[config.mk]
export PLATFORM = sky130hd
export DESIGN_NAME = clkpll_regport
export DESIGN_NICKNAME = d
export VERILOG_FILES = /design/src/rtl/clkpll_pkg.sv /design/src/rtl/clkpll_index.sv /design/src/rtl/clkpll_bank.sv /design/src/rtl/clkpll_commit.sv /design/src/rtl/clkpll_regport.sv
export SDC_FILE = /design/constraint.sdc
export NUM_CORES = 1
export LEC_CHECK = 0
export BUFFER_PORTS_ARGS = -buffer_cell sky130_fd_sc_hd__buf_2
export CAP_MARGIN = 20
export CORE_MARGIN = 2
export CORE_UTILIZATION = 50
export CTS_BUF_LIST = sky130_fd_sc_hd__clkbuf_4 sky130_fd_sc_hd__clkbuf_8 sky130_fd_sc_hd__clkbuf_16
export DETAILED_ROUTE_END_ITERATION = 8
export PLACE_DENSITY_LB_ADDON = 0.05
export REMOVE_ABC_BUFFERS = 1
export SLEW_MARGIN = 5
export SYNTH_ARGS = -nofsm -noshare
export SYNTH_HDL_FRONTEND = slang
export SYNTH_HIERARCHICAL = 1
export SYNTH_SLANG_ARGS = --single-unit
[constraint.sdc]
create_clock -name clk -period 2.4 [get_ports clk]
set_input_delay 0 -clock clk [delete_from_list [all_inputs] [get_ports clk]]
set_output_delay 0 -clock clk [all_outputs]
set_load 0.005 [all_outputs]
[src/rtl/clkpll_pkg.sv]
package clkpll_pkg;

    localparam int IDX_W = 6;

    localparam logic [IDX_W-1:0] IX_CTRL = 6'd2;
    localparam logic [IDX_W-1:0] IX_REF  = 6'd3;
    localparam logic [IDX_W-1:0] IX_DIV  = 6'd6;
    localparam logic [IDX_W-1:0] IX_SRC  = 6'd13;

    localparam int WE_BIT    = 6;
    localparam int DSEL_BIT  = 7;
    localparam int REQ_BIT   = 15;
    localparam int BUSY_BIT  = 18;
    localparam int POST_LSB  = 16;
    localparam int C_RST_BIT = 0;
    localparam int C_SLP_BIT = 1;
    localparam int C_AEN_BIT = 16;
    localparam int C_VEN_BIT = 17;

    typedef struct packed {
        logic hold;
        logic sleep;
        logic aen;
        logic vga_aen;
    } ctrl_t;

endpackage

[src/rtl/clkpll_index.sv]
module clkpll_index
    import clkpll_pkg::*;
(
    input  logic             clk,
    input  logic             rst_n,
    input  logic             wr_i,
    input  logic [7:0]       wdata_i,
    output logic [IDX_W-1:0] sel_o,
    output logic             we_o,
    output logic [7:0]       byte_o
);

    typedef struct packed {
        logic [7:0] ibyte;
    } idx_state_t;

    idx_state_t s_d, s_q;

    always_comb begin
        s_d = s_q;
        if (wr_i) s_d.ibyte = wdata_i;
    end

    always_ff @(posedge clk or negedge rst_n) begin
        if (!rst_n) s_q <= '0;
        else        s_q <= s_d;
    end

    assign sel_o  = s_q.ibyte[IDX_W-1:0];
    assign we_o   = s_q.ibyte[WE_BIT];
    assign byte_o = s_q.ibyte;

    // the whole byte, divider-select bit included, is kept
    assert_index_store_R1: assert property (@(posedge clk) disable iff (!rst_n)
        wr_i |=> (byte_o == $past(wdata_i)));

endmodule

[src/rtl/clkpll_bank.sv]
module clkpll_bank
    import clkpll_pkg::*;
#(
    parameter int REF_W  = 10,
    parameter int FB_W   = 11,
    parameter int POST_W = 3,
    parameter int SRC_W  = 2,
    parameter logic [REF_W-1:0]  REF_RST  = 10'd12,
    parameter logic [FB_W-1:0]   FB_RST   = 11'd100,
    parameter logic [POST_W-1:0] POST_RST = 3'd1
) (
    input  logic              clk,
    input  logic              rst_n,
    input  logic              wr_i,
    input  logic [IDX_W-1:0]  sel_i,
    input  logic [31:0]       wdata_i,
    input  logic              pend_i,
    output logic [REF_W-1:0]  ref_sh_o,
    output logic [FB_W-1:0]   fb_sh_o,
    output logic [POST_W-1:0] post_sh_o,
    output ctrl_t             ctrl_o,
    output logic [SRC_W-1:0]  src_o,
    output logic              req_o,
    output logic [31:0]       rdata_o
);

    typedef struct packed {
        logic [REF_W-1:0]  ref_sh;
        logic [FB_W-1:0]   fb_sh;
        logic [POST_W-1:0] post_sh;
        ctrl_t             ctrl;
        logic [SRC_W-1:0]  src;
    } bank_state_t;

    bank_state_t s_d, s_q;

    always_comb begin
        s_d = s_q;
        if (wr_i) begin
            case (sel_i)
                IX_REF:  s_d.ref_sh = wdata_i[REF_W-1:0];
                IX_DIV: begin
                    s_d.fb_sh   = wdata_i[FB_W-1:0];
                    s_d.post_sh = wdata_i[POST_LSB +: POST_W];
                end
                IX_CTRL: begin
                    s_d.ctrl.hold    = wdata_i[C_RST_BIT];
                    s_d.ctrl.sleep   = wdata_i[C_SLP_BIT];
                    s_d.ctrl.aen     = wdata_i[C_AEN_BIT];
                    s_d.ctrl.vga_aen = wdata_i[C_VEN_BIT];
                end
                IX_SRC:  s_d.src = wdata_i[SRC_W-1:0];
                default: ;
            endcase
        end
    end

    always_ff @(posedge clk or negedge rst_n) begin
        if (!rst_n) begin
            s_q.ref_sh  <= REF_RST;
            s_q.fb_sh   <= FB_RST;
            s_q.post_sh <= POST_RST;
            s_q.ctrl    <= '0;
            s_q.src     <= '0;
        end else begin
            s_q <= s_d;
        end
    end

    assign req_o = wr_i && (sel_i == IX_REF) && wdata_i[REQ_BIT];

    always_comb begin
        rdata_o = '0;
        case (sel_i)
            IX_REF: begin
                rdata_o[REF_W-1:0] = s_q.ref_sh;
                rdata_o[REQ_BIT]   = pend_i;
                rdata_o[BUSY_BIT]  = pend_i;
            end
            IX_DIV: begin
                rdata_o[FB_W-1:0]          = s_q.fb_sh;
                rdata_o[POST_LSB +: POST_W] = s_q.post_sh;
            end
            IX_CTRL: begin
                rdata_o[C_RST_BIT] = s_q.ctrl.hold;
                rdata_o[C_SLP_BIT] = s_q.ctrl.sleep;
                rdata_o[C_AEN_BIT] = s_q.ctrl.aen;
                rdata_o[C_VEN_BIT] = s_q.ctrl.vga_aen;
            end
            IX_SRC:  rdata_o[SRC_W-1:0] = s_q.src;
            default: rdata_o = '0;
        endcase
    end

    assign ref_sh_o  = s_q.ref_sh;
    assign fb_sh_o   = s_q.fb_sh;
    assign post_sh_o = s_q.post_sh;
    assign ctrl_o    = s_q.ctrl;
    assign src_o     = s_q.src;

    // source select follows a write to its register
    assert_src_write_R9: assert property (@(posedge clk) disable iff (!rst_n)
        (wr_i && sel_i == IX_SRC) |=> (src_o == $past(wdata_i[SRC_W-1:0])));

endmodule

[src/rtl/clkpll_commit.sv]
module clkpll_commit #(
    parameter int REF_W  = 10,
    parameter int FB_W   = 11,
    parameter int POST_W = 3,
    parameter int LAT    = 4,
    parameter logic [REF_W-1:0]  REF_RST  = 10'd12,
    parameter logic [FB_W-1:0]   FB_RST   = 11'd100,
    parameter logic [POST_W-1:0] POST_RST = 3'd1
) (
    input  logic              clk,
    input  logic              rst_n,
    input  logic              req_i,
    input  logic              aen_i,
    input  logic              hold_i,
    input  logic [REF_W-1:0]  ref_sh_i,
    input  logic [FB_W-1:0]   fb_sh_i,
    input  logic [POST_W-1:0] post_sh_i,
    output logic [REF_W-1:0]  live_ref_o,
    output logic [FB_W-1:0]   live_fb_o,
    output logic [POST_W-1:0] live_post_o,
    output logic              pend_o
);

    localparam int CNT_W = $clog2(LAT + 1);
    localparam logic [CNT_W-1:0] LAST = CNT_W'(LAT - 1);

    typedef struct packed {
        logic              pend;
        logic [CNT_W-1:0]  cnt;
        logic [REF_W-1:0]  lref;
        logic [FB_W-1:0]   lfb;
        logic [POST_W-1:0] lpost;
    } cm_state_t;

    cm_state_t s_d, s_q;
    logic      run;

    always_comb begin
        s_d = s_q;
        run = s_q.pend && aen_i && !hold_i;
        if (hold_i) begin
            s_d.lref  = REF_RST;
            s_d.lfb   = FB_RST;
            s_d.lpost = POST_RST;
        end else if (run && s_q.cnt == LAST) begin
            s_d.lref  = ref_sh_i;
            s_d.lfb   = fb_sh_i;
            s_d.lpost = post_sh_i;
        end
        if (run) begin
            if (s_q.cnt == LAST) begin
                s_d.pend = 1'b0;
                s_d.cnt  = '0;
            end else begin
                s_d.cnt = s_q.cnt + 1'b1;
            end
        end
        if (req_i && !s_d.pend) begin
            s_d.pend = 1'b1;
            s_d.cnt  = '0;
        end
    end

    always_ff @(posedge clk or negedge rst_n) begin
        if (!rst_n) begin
            s_q.pend  <= 1'b0;
            s_q.cnt   <= '0;
            s_q.lref  <= REF_RST;
            s_q.lfb   <= FB_RST;
            s_q.lpost <= POST_RST;
        end else begin
            s_q <= s_d;
        end
    end

    assign live_ref_o  = s_q.lref;
    assign live_fb_o   = s_q.lfb;
    assign live_post_o = s_q.lpost;
    assign pend_o      = s_q.pend;

    // the latency count stays inside its window
    assert_cnt_bound_R6: assert property (@(posedge clk) disable iff (!rst_n)
        s_q.cnt < CNT_W'(LAT));

    // a fresh request is pending on the next cycle
    assert_req_pending_R5: assert property (@(posedge clk) disable iff (!rst_n)
        (req_i && !pend_o) |=> pend_o);

    // with atomic update off, live values and the pending flag stay put
    assert_paused_R7: assert property (@(posedge clk) disable iff (!rst_n)
        (pend_o && !aen_i && !hold_i) |=>
            (pend_o && $stable(live_ref_o) && $stable(live_fb_o) && $stable(live_post_o)));

    // the reset bit forces reset values on the live outputs
    assert_hold_R8: assert property (@(posedge clk) disable iff (!rst_n)
        hold_i |=> (live_ref_o == REF_RST && live_fb_o == FB_RST && live_post_o == POST_RST));

endmodule

[src/rtl/clkpll_regport.sv]
module clkpll_regport
    import clkpll_pkg::*;
#(
    parameter int REF_W  = 10,
    parameter int FB_W   = 11,
    parameter int POST_W = 3,
    parameter int SRC_W  = 2,
    parameter int LAT    = 4
) (
    input  logic              clk,
    input  logic              rst_n,
    input  logic              bus_wr,
    input  logic              bus_addr,
    input  logic [31:0]       bus_wdata,
    output logic [31:0]       bus_rdata,
    output logic [REF_W-1:0]  live_ref,
    output logic [FB_W-1:0]   live_fb,
    output logic [POST_W-1:0] live_post,
    output logic [SRC_W-1:0]  pclk_src
);

    localparam logic [REF_W-1:0]  REF_RST  = REF_W'(12);
    localparam logic [FB_W-1:0]   FB_RST   = FB_W'(100);
    localparam logic [POST_W-1:0] POST_RST = POST_W'(1);

    logic [IDX_W-1:0]  sel;
    logic              we;
    logic [7:0]        ibyte;
    logic              data_wr;
    logic [REF_W-1:0]  ref_sh;
    logic [FB_W-1:0]   fb_sh;
    logic [POST_W-1:0] post_sh;
    ctrl_t             ctrl;
    logic              req;
    logic              pend;
    logic [31:0]       bank_rdata;

    assign data_wr = bus_wr && bus_addr && we;

    clkpll_index u_index (
        .clk    (clk),
        .rst_n  (rst_n),
        .wr_i   (bus_wr && !bus_addr),
        .wdata_i(bus_wdata[7:0]),
        .sel_o  (sel),
        .we_o   (we),
        .byte_o (ibyte)
    );

    clkpll_bank #(
        .REF_W(REF_W), .FB_W(FB_W), .POST_W(POST_W), .SRC_W(SRC_W),
        .REF_RST(REF_RST), .FB_RST(FB_RST), .POST_RST(POST_RST)
    ) u_bank (
        .clk      (clk),
        .rst_n    (rst_n),
        .wr_i     (data_wr),
        .sel_i    (sel),
        .wdata_i  (bus_wdata),
        .pend_i   (pend),
        .ref_sh_o (ref_sh),
        .fb_sh_o  (fb_sh),
        .post_sh_o(post_sh),
        .ctrl_o   (ctrl),
        .src_o    (pclk_src),
        .req_o    (req),
        .rdata_o  (bank_rdata)
    );

    clkpll_commit #(
        .REF_W(REF_W), .FB_W(FB_W), .POST_W(POST_W), .LAT(LAT),
        .REF_RST(REF_RST), .FB_RST(FB_RST), .POST_RST(POST_RST)
    ) u_commit (
        .clk        (clk),
        .rst_n      (rst_n),
        .req_i      (req),
        .aen_i      (ctrl.aen),
        .hold_i     (ctrl.hold),
        .ref_sh_i   (ref_sh),
        .fb_sh_i    (fb_sh),
        .post_sh_i  (post_sh),
        .live_ref_o (live_ref),
        .live_fb_o  (live_fb),
        .live_post_o(live_post),
        .pend_o     (pend)
    );

    assign bus_rdata = bus_addr ? bank_rdata : {24'd0, ibyte};

    // a data write without the enable flag leaves the bank untouched
    assert_we_clear_R2: assert property (@(posedge clk) disable iff (!rst_n)
        (bus_wr && bus_addr && !we) |=>
            ($stable(ref_sh) && $stable(fb_sh) && $stable(post_sh) &&
             $stable(ctrl) && $stable(pclk_src)));

    // live outputs move only while a commit is pending or the reset bit is set
    assert_live_guard_R4: assert property (@(posedge clk) disable iff (!rst_n)
        (!pend && !ctrl.hold) |=> ($stable(live_ref) && $stable(live_fb) && $stable(live_post)));

endmodule

==> flow_summary.html, run 1 <==
<table>
<tr><th>Metric</th><th>Value</th></tr>
<tr><th colspan="2">Run status</th></tr>
<tr><td>Status</td><td>finished, final reports clean</td></tr>
<tr><th colspan="2">Setup path</th></tr>
<tr><td>Critical path cell sequence</td><td>nor4_1, and3_1, a22o_1, mux2_2, buf_2</td></tr>
<tr><td>Type of the setup path with the least slack</td><td>reg -&gt; out</td></tr>
<tr><td>Crit path launch</td><td>u_index/byte_o[3]$_DFFE_PN0P_</td></tr>
<tr><td>Crit start category</td><td>flip-flop</td></tr>
<tr><td>Total buffers and inverters traversed by the critical path</td><td>1</td></tr>
<tr><td>CP peak stage delay</td><td>0.52 ns</td></tr>
<tr><td>Worst Reg-to-Reg Cells</td><td>4</td></tr>
<tr><td>Kind of cell with the highest combined delay on the critical path</td><td>simple AND/OR/NAND/NOR gates</td></tr>
<tr><td>RR Startpoint</td><td>u_index/byte_o[3]$_DFFE_PN0P_</td></tr>
<tr><td>Highest fanout seen on the critical path</td><td>10</td></tr>
<tr><td>Worst Path Arrival</td><td>2.16 ns</td></tr>
<tr><td>Crit path max-delay cell type</td><td>and3_1</td></tr>
<tr><td>Worst R2R Setup Slack</td><td>0.49 ns</td></tr>
<tr><td>Reg2Reg Capture Point</td><td>u_bank/ref_sh_o[6]$_DFFE_PN0P_</td></tr>
<tr><td>Required arrival time at the worst endpoint</td><td>2.40 ns</td></tr>
<tr><td>Sort of element at the end of the critical path</td><td>primary output</td></tr>
<tr><th colspan="2">Power</th></tr>
<tr><td>Combinational cell fraction of total power</td><td>20.6%</td></tr>
<tr><td>Switching portion of total power</td><td>28.60%</td></tr>
<tr><td>Internal Pwr Total</td><td>2.108 mW</td></tr>
<tr><td>Reg power frac</td><td>47.9%</td></tr>
<tr><td>Switching power</td><td>0.8445 mW</td></tr>
<tr><td>Max rail drop VDD</td><td>0.3921 mV</td></tr>
<tr><td>Leakage power figure</td><td>2.079 nW</td></tr>
<tr><td>Power Density</td><td>715.8 nW/um^2</td></tr>
<tr><td>Final Power</td><td>2.953 mW</td></tr>
<tr><td>Clock Power Share</td><td>31.5%</td></tr>
<tr><th colspan="2">Placed design</th></tr>
<tr><td>Placed Instances</td><td>450</td></tr>
<tr><td>Final HPWL DP</td><td>5.377 mm</td></tr>
<tr><td>Gp weighted congestion</td><td>0.7770</td></tr>
<tr><td>Number of port buffers</td><td>59</td></tr>
<tr><th colspan="2">Finish</th></tr>
<tr><td>Core utilization of the finished layout</td><td>57.49%</td></tr>
<tr><td>Number of diodes</td><td>0</td></tr>
<tr><td>Top library cells by usage in the layout, fill and taps aside</td><td>buf_2 (59), dfrtp_1 (54), and2_1 (24)</td></tr>
<tr><td>Post-route non-filler standard cell count</td><td>481</td></tr>
<tr><td>Leading cell type in the layout, fill and taps excluded</td><td>buf_2</td></tr>
<tr><td>Fraction of final layout cells sized beyond drive strength 1</td><td>36.39%</td></tr>
<tr><td>Relative area change from synthesis to final layout</td><td>12.26%</td></tr>
<tr><td>Nets</td><td>415</td></tr>
<tr><th colspan="2">GRT</th></tr>
<tr><td>First-pass GRT wire length</td><td>13.00 mm</td></tr>
<tr><td>Number of global-route vias before repair</td><td>2507</td></tr>
<tr><td>Aggregate global-route resource usage</td><td>20.66%</td></tr>
<tr><td>Residual overflow from global routing</td><td>0</td></tr>
<tr><td>Number of antenna violations at the first check in global routing</td><td>0</td></tr>
<tr><td>Largest net degree at the start of global routing</td><td>38</td></tr>
<tr><th colspan="2">Drt</th></tr>
<tr><td>DRC violations left</td><td>0</td></tr>
<tr><td>Met3 wire len</td><td>337 um</td></tr>
<tr><td>Met2 wire length</td><td>3.573 mm</td></tr>
<tr><td>Post-detailed-route count of antenna-violating nets</td><td>0</td></tr>
<tr><td>DR top layer</td><td>met4</td></tr>
<tr><td>Sum of routed wire segments on met1</td><td>3.911 mm</td></tr>
<tr><td>Per-cell via count in the routed design</td><td>5.087</td></tr>
<tr><td>Violation count after the first detailed-routing iteration</td><td>104</td></tr>
<tr><td>Post-detailed-routing wire length</td><td>7.918 mm</td></tr>
<tr><td>Number of optimization iterations in the first detailed-route pass</td><td>4</td></tr>
<tr><td>Average wire length per cell after detail routing</td><td>16.46 um</td></tr>
<tr><td>Vias after detailed routing</td><td>2447</td></tr>
<tr><th colspan="2">Clock network</th></tr>
<tr><td>Clock-pin slew on the worst setup and hold paths</td><td>0.07 ns</td></tr>
<tr><td>Clock tree from TritonCTS</td><td>yes</td></tr>
<tr><td>CTS H-tree lvls</td><td>3</td></tr>
<tr><td>Insertion delay of the later-clocked pin in the worst-skew pair</td><td>0.34 ns</td></tr>
<tr><td>Total of cells resized after clock tree synthesis</td><td>0</td></tr>
<tr><td>Clk buf depth</td><td>2</td></tr>
<tr><td>CTS sink count</td><td>66</td></tr>
<tr><td>Clk Tree Root Cell</td><td>clkbuf_8</td></tr>
<tr><td>Total clock buffers created by CTS</td><td>9</td></tr>
<tr><td>Post-CTS Setup Repair Bufs</td><td>0</td></tr>
<tr><th colspan="2">Logic synthesis</th></tr>
<tr><td>Register area share after synthesis</td><td>45.35%</td></tr>
<tr><td>Netlist area before placement</td><td>3675 sq um</td></tr>
<tr><td>Synthesis Warnings</td><td>6</td></tr>
<tr><td>Number of distinct library cells after synthesis</td><td>45</td></tr>
<tr><td>Cell count after synthesis</td><td>331</td></tr>
<tr><td>Synth Area per Inst</td><td>11.10 sq um</td></tr>
<tr><td>Proportion of synthesized area in mux cells</td><td>16.14%</td></tr>
<tr><td>Combinational family with the most area after synthesis</td><td>simple AND/OR/NAND/NOR gates</td></tr>
<tr><td>Area fraction in compound gates after synthesis</td><td>8.138%</td></tr>
<tr><td>Post-synthesis xor/xnor area fraction</td><td>0%</td></tr>
<tr><td>Synthesized-area fraction occupied by adder cells</td><td>0.3405%</td></tr>
<tr><td>Fraction of the mapped netlist area in simple logic gates</td><td>16.55%</td></tr>
<tr><td>Seq cells post-synth</td><td>66</td></tr>
<tr><th colspan="2">Floorplanning</th></tr>
<tr><td>Site row count</td><td>31</td></tr>
<tr><td>Area enclosed by the die boundary</td><td>8051 sq um</td></tr>
<tr><td>Die Wd</td><td>89.73 um</td></tr>
<tr><td>Initial cell density of the core</td><td>51.21%</td></tr>
<tr><td>Core ar.</td><td>7176 sq um</td></tr>
<tr><td>I/O pin count</td><td>94</td></tr>
<tr><td>Height of the die</td><td>89.73 um</td></tr>
<tr><th colspan="2">STA</th></tr>
<tr><td>Fmax</td><td>0.4619 GHz</td></tr>
<tr><td>Accumulated negative setup slack</td><td>0 ns</td></tr>
<tr><td>Worst Max-Slew Pin Slew</td><td>0.6970 ns</td></tr>
<tr><td>Worst Clk Skew</td><td>0.009571 ns</td></tr>
<tr><td>Post-route clock period utilization</td><td>90.20%</td></tr>
<tr><td>Setup repair after global routing missed its margin</td><td>false</td></tr>
<tr><td>Slew margin rel.</td><td>53.54%</td></tr>
<tr><td>Final setup viols</td><td>0</td></tr>
<tr><td>Max-slew violation count</td><td>0</td></tr>
<tr><td>Number of hold violations in the final report</td><td>0</td></tr>
<tr><td>Fin crit period</td><td>2.165 ns</td></tr>
<tr><th colspan="2">Job</th></tr>
<tr><td>Max Cap Viol</td><td>0</td></tr>
<tr><th colspan="2">Min path</th></tr>
<tr><td>Worst min-delay path category</td><td>in -&gt; async</td></tr>
</table>
synthesized netlist by cell type:
master	n	area [sq um]
dfrtp_1	54	1351
buf_4	48	360.4
and2_1	24	150.1
nand3_1	19	95.09
o21ai_0	19	95.09
mux2_2	18	202.7
mux2_1	16	180.2
nand2b_1	16	100.1
dfstp_2	12	315.3
mux2_4	12	180.2
a21oi_1	11	55.05
a22o_1	11	96.34
buf_2	9	45.04
nor2_1	8	30.03
nor3_1	8	40.04
clkbuf_1	5	18.77
buf_6	4	45.04
mux2i_1	3	30.03
a32oi_1	2	17.52
and2_2	2	15.01
and3_1	2	12.51
inv_1	2	7.510
nor2_2	2	12.51
nor2b_1	2	12.51
o22ai_1	2	12.51
a21o_1	1	7.510
and2b_1	1	7.510
and3_2	1	7.510
and3b_1	1	8.760
and4_1	1	8.760
buf_8	1	15.01
conb_1	1	3.750
ha_1	1	12.51
nand2_1	1	3.750
nand2_4	1	11.26
nand3_2	1	10.01
nand3b_4	1	20.02
nor3_4	1	16.27
nor3b_1	1	7.510
nor3b_2	1	12.51
nor4_1	1	6.260
o211ai_1	1	7.510
o31ai_1	1	7.510
or3b_1	1	8.760
or4_4	1	11.26
layout make-up:
class,instances,area [sq um]
Sequential cell,66,1667
Fill cell,665,3050
Clock buffer,12,152.6
Tap cell,99,123.9
Inverter,2,7.507
Multi-Input combinational cell,212,1577
Clock inverter,3,40.04
Timing Repair Buffer,87,558.0
worst max-delay path by stage:
stage | slack (ns) | cells after the start | end
detailed placement | 0.50 | 4 | u_bank/ref_sh_o[9]$_DFFE_PN0P_
global route | 0.03 | 5 | bus_rdata[3]
global placement | 0.53 | 4 | u_bank/ref_sh_o[7]$_DFFE_PN0P_
floorplan | 0.43 | 6 | u_commit/s_q[24]$_DFFE_PN0P_
CTS | 0.18 | 5 | bus_rdata[2]
finish | 0.24 | 5 | bus_rdata[2]
per-layer routing:
layer	vias up	track usage [%]
li1	1177	-
met1	1197	29.56
met2	64	31.19
met3	9	4.023
met4	0	8.077
met5	-	0
repair_timing:
action	4_1_cts	5_1_grt
endpoints found under the setup margin	0	0
hold buffers	16	0
hold endpoints to repair	59	0
registers in the layout, summed over array words and instances (netlist names), 3 cells and up:
name / flops
u_commit/s_q: 3
u_commit/live_ref_o: 10
u_bank/ref_sh_o: 10
u_commit/live_post_o: 3
u_bank/ctrl_o: 4
u_commit/live_fb_o: 11
u_index/byte_o: 8
u_bank/fb_sh_o: 11
u_bank/post_sh_o: 3
logic make-up after synthesis:
kind of cell / count (synthesis)
fa+ha+maj: 1
compound gates: 48
buf+inv: 69
mux: 49
flops: 66
other cells: 1
simple gates: 97
power groups by stage:
stage | registers (mW) | clock network (mW) | logic (mW)
CTS | 1.41 | 0.961 | 0.612
floorplan | 1.42 | 0 | 0.316
detailed placement | 1.43 | 0 | 0.591
finish | 1.41 | 0.930 | 0.609
global route | 1.44 | 1.02 | 0.672
global placement | 1.43 | 0 | 0.579
stage by stage:
stage | setup WS (ns) | cell area (sq um) | hold slack, ns
2_1_floorplan | 0.4257 | 3251 | -0.2956
4_1_cts | 0.1846 | 4125 | 0.2536
6_report | 0.2351 | 4125 | 0.2380
3_3_place_gp | 0.5309 | 3772 | 0.08867
3_5_place_dp | 0.4998 | 3772 | 0.09301
5_1_grt | 0.03068 | 4125 | 0.3174
Power figures use the tool's default switching activity.
==> inputs of run 2 (changes only) <==
Settings changed: MAX_ROUTING_LAYER from default to met4.
==> flow_summary.html, run 2 (synthesized netlist as in run 1, its figures left out) <==
<table>
<tr><th>Metric</th><th>Value</th></tr>
<tr><th colspan="2">Drt</th></tr>
<tr><td>Number of optimization iterations in the first detailed-route pass</td><td>4</td></tr>
<tr><td>Violation count after the first detailed-routing iteration</td><td>86</td></tr>
<tr><td>Average wire length per cell after detail routing</td><td>16.49 um</td></tr>
<tr><td>Post-detailed-routing wire length</td><td>7.932 mm</td></tr>
<tr><td>Per-cell via count in the routed design</td><td>5.110</td></tr>
<tr><td>Post-detailed-route count of antenna-violating nets</td><td>0</td></tr>
<tr><td>DRC violations left</td><td>0</td></tr>
<tr><td>Vias after detailed routing</td><td>2458</td></tr>
<tr><th colspan="2">Clock network</th></tr>
<tr><td>Clock-pin slew on the worst setup and hold paths</td><td>0.07 ns</td></tr>
<tr><td>Insertion delay of the later-clocked pin in the worst-skew pair</td><td>0.34 ns</td></tr>
<tr><td>Clk buf depth</td><td>2</td></tr>
<tr><td>CTS H-tree lvls</td><td>3</td></tr>
<tr><td>Total clock buffers created by CTS</td><td>9</td></tr>
<tr><td>CTS sink count</td><td>66</td></tr>
<tr><td>Post-CTS Setup Repair Bufs</td><td>0</td></tr>
<tr><td>Clock tree from TritonCTS</td><td>yes</td></tr>
<tr><td>Clk Tree Root Cell</td><td>clkbuf_8</td></tr>
<tr><td>Post-CTS Hold Fix Bufs</td><td>16</td></tr>
<tr><td>Total of cells resized after clock tree synthesis</td><td>0</td></tr>
<tr><th colspan="2">Floorplanning</th></tr>
<tr><td>Core ar.</td><td>7176 sq um</td></tr>
<tr><td>Die Wd</td><td>89.73 um</td></tr>
<tr><td>I/O pin count</td><td>94</td></tr>
<tr><td>Initial cell density of the core</td><td>51.21%</td></tr>
<tr><td>Height of the die</td><td>89.73 um</td></tr>
<tr><td>Site row count</td><td>31</td></tr>
<tr><td>Area enclosed by the die boundary</td><td>8051 sq um</td></tr>
<tr><th colspan="2">STA</th></tr>
<tr><td>Setup repair after global routing missed its margin</td><td>false</td></tr>
<tr><td>Final WS setup</td><td>0.2216 ns</td></tr>
<tr><td>Post-route clock period utilization</td><td>90.77%</td></tr>
<tr><td>Fmax</td><td>0.4591 GHz</td></tr>
<tr><td>Worst Clk Skew</td><td>0.01019 ns</td></tr>
<tr><td>Number of hold violations in the final report</td><td>0</td></tr>
<tr><td>Accumulated negative setup slack</td><td>0 ns</td></tr>
<tr><td>Max-slew violation count</td><td>0</td></tr>
<tr><td>Worst Max-Slew Pin Slew</td><td>0.7161 ns</td></tr>
<tr><td>Final setup viols</td><td>0</td></tr>
<tr><td>Fin crit period</td><td>2.178 ns</td></tr>
<tr><td>Slew margin rel.</td><td>52.26%</td></tr>
<tr><th colspan="2">Placed design</th></tr>
<tr><td>Post-placement cell area</td><td>3772 sq um</td></tr>
<tr><td>Setup Slack @ Placement</td><td>0.4998 ns</td></tr>
<tr><td>Final HPWL DP</td><td>5.377 mm</td></tr>
<tr><td>Gp weighted congestion</td><td>0.7876</td></tr>
<tr><td>Number of port buffers</td><td>59</td></tr>
<tr><th colspan="2">GRT</th></tr>
<tr><td>Residual overflow from global routing</td><td>0</td></tr>
<tr><td>Aggregate global-route resource usage</td><td>21.28%</td></tr>
<tr><td>Number of global-route vias before repair</td><td>2503</td></tr>
<tr><td>First-pass GRT wire length</td><td>13.00 mm</td></tr>
<tr><td>Number of antenna violations at the first check in global routing</td><td>0</td></tr>
<tr><td>Largest net degree at the start of global routing</td><td>38</td></tr>
<tr><th colspan="2">Setup path</th></tr>
<tr><td>RR Startpoint</td><td>u_index/byte_o[3]$_DFFE_PN0P_</td></tr>
<tr><td>Crit start category</td><td>flip-flop</td></tr>
<tr><td>Sort of element at the end of the critical path</td><td>primary output</td></tr>
<tr><td>Worst Reg-to-Reg Cells</td><td>4</td></tr>
<tr><td>Worst Path Arrival</td><td>2.18 ns</td></tr>
<tr><td>Highest fanout seen on the critical path</td><td>10</td></tr>
<tr><td>Crit path launch</td><td>u_index/byte_o[3]$_DFFE_PN0P_</td></tr>
<tr><td>Required arrival time at the worst endpoint</td><td>2.40 ns</td></tr>
<tr><td>Reg2Reg Capture Point</td><td>u_bank/ref_sh_o[6]$_DFFE_PN0P_</td></tr>
<tr><td>Worst R2R Setup Slack</td><td>0.49 ns</td></tr>
<tr><td>Type of the setup path with the least slack</td><td>reg -&gt; out</td></tr>
<tr><th colspan="2">Power</th></tr>
<tr><td>Reg power frac</td><td>47.9%</td></tr>
<tr><td>Switching power</td><td>0.8438 mW</td></tr>
<tr><td>Max rail drop VDD</td><td>0.3905 mV</td></tr>
<tr><td>Power Density</td><td>715.6 nW/um^2</td></tr>
<tr><td>Switching portion of total power</td><td>28.58%</td></tr>
<tr><td>Clock Power Share</td><td>31.5%</td></tr>
<tr><td>Final Power</td><td>2.952 mW</td></tr>
<tr><td>Leakage power figure</td><td>2.079 nW</td></tr>
<tr><td>Combinational cell fraction of total power</td><td>20.6%</td></tr>
<tr><td>Internal Pwr Total</td><td>2.108 mW</td></tr>
<tr><th colspan="2">Finish</th></tr>
<tr><td>Top library cells by usage in the layout, fill and taps aside</td><td>buf_2 (59), dfrtp_1 (54), and2_1 (24)</td></tr>
<tr><td>Nets</td><td>415</td></tr>
<tr><td>Number of diodes</td><td>0</td></tr>
<tr><td>Post-route cell area</td><td>4125 sq um</td></tr>
<tr><td>Relative area change from synthesis to final layout</td><td>12.26%</td></tr>
<tr><td>Leading cell type in the layout, fill and taps excluded</td><td>buf_2</td></tr>
<tr><td>Fillers</td><td>665</td></tr>
<tr><td>Fraction of final layout cells sized beyond drive strength 1</td><td>36.39%</td></tr>
<tr><th colspan="2">Job</th></tr>
<tr><td>Max Cap Viol</td><td>0</td></tr>
<tr><th colspan="2">Min path</th></tr>
<tr><td>Worst min-delay path category</td><td>in -&gt; async</td></tr>
<tr><th colspan="2">Run status</th></tr>
<tr><td>Status</td><td>finished, final reports clean</td></tr>
</table>
run 2: cell counts in the layout (fill, tap and decap cells not counted):
No cell type changed its count.
run 2: metrics by stage:
stage / hold slack, ns / utilization, % / std cells
2_1_floorplan: -0.2956 / - / 280
3_3_place_gp: 0.08867 / 52.57 / 450
3_5_place_dp: 0.09301 / 52.57 / 450
4_1_cts: 0.2536 / 57.49 / 481
5_1_grt: 0.3165 / 57.49 / 481
6_report: 0.2446 / 57.49 / 481
run 2: how the worst max path moves through the flow:
| stage | end | slack [ns] | cells after the start |
|---|---|---|---|
| after floorplan | u_commit/s_q[24]$_DFFE_PN0P_ | 0.43 | 6 |
| final | bus_rdata[2] | 0.22 | 5 |
| after global placement | u_bank/ref_sh_o[7]$_DFFE_PN0P_ | 0.53 | 4 |
| after CTS | bus_rdata[2] | 0.18 | 5 |
| after detailed placement | u_bank/ref_sh_o[9]$_DFFE_PN0P_ | 0.50 | 4 |
| after global routing | bus_rdata[3] | 0.03 | 5 |
run 2: power groups by stage:
| stage | clock, mW | combinational (mW) | sequential [mW] |
|---|---|---|---|
| 2_1_floorplan | 0 | 0.316 | 1.42 |
| 3_3_place_gp | 0 | 0.579 | 1.43 |
| 3_5_place_dp | 0 | 0.591 | 1.43 |
| 4_1_cts | 0.961 | 0.612 | 1.41 |
| 5_1_grt | 1.02 | 0.672 | 1.44 |
| 6_report | 0.930 | 0.608 | 1.41 |
run 2: cell type report:
| type | count | area [sq um] | share of cell area, % |
|---|---|---|---|
| sequential | 66 | 1667 | 40.40 |
| multi-input combinational | 212 | 1577 | 38.22 |
| timing repair buffer | 87 | 558.0 | 13.53 |
| clock buffer | 12 | 152.6 | 3.700 |
| tap | 99 | 123.9 | 3.003 |
| clock inverter | 3 | 40.04 | 0.9706 |
| inverter | 2 | 7.507 | 0.1820 |
run 2: critical path, stage by stage, from the launching register on:
cell and delay, ns:
dfrtp_1 0.48, nor4_1 0.36, and3_1 0.53, a22o_1 0.21, mux2_2 0.15, buf_2 0.11
run 2: layer usage:
metal / track usage [%] / up-vias / wire (um)
met2: 31.25 / 66 / 3626
met1: 29.73 / 1205 / 3926
met5: - / - / 0
met3: 3.772 / 9 / 290
met4: 8.077 / 0 / 87
li1: - / 1178 / -
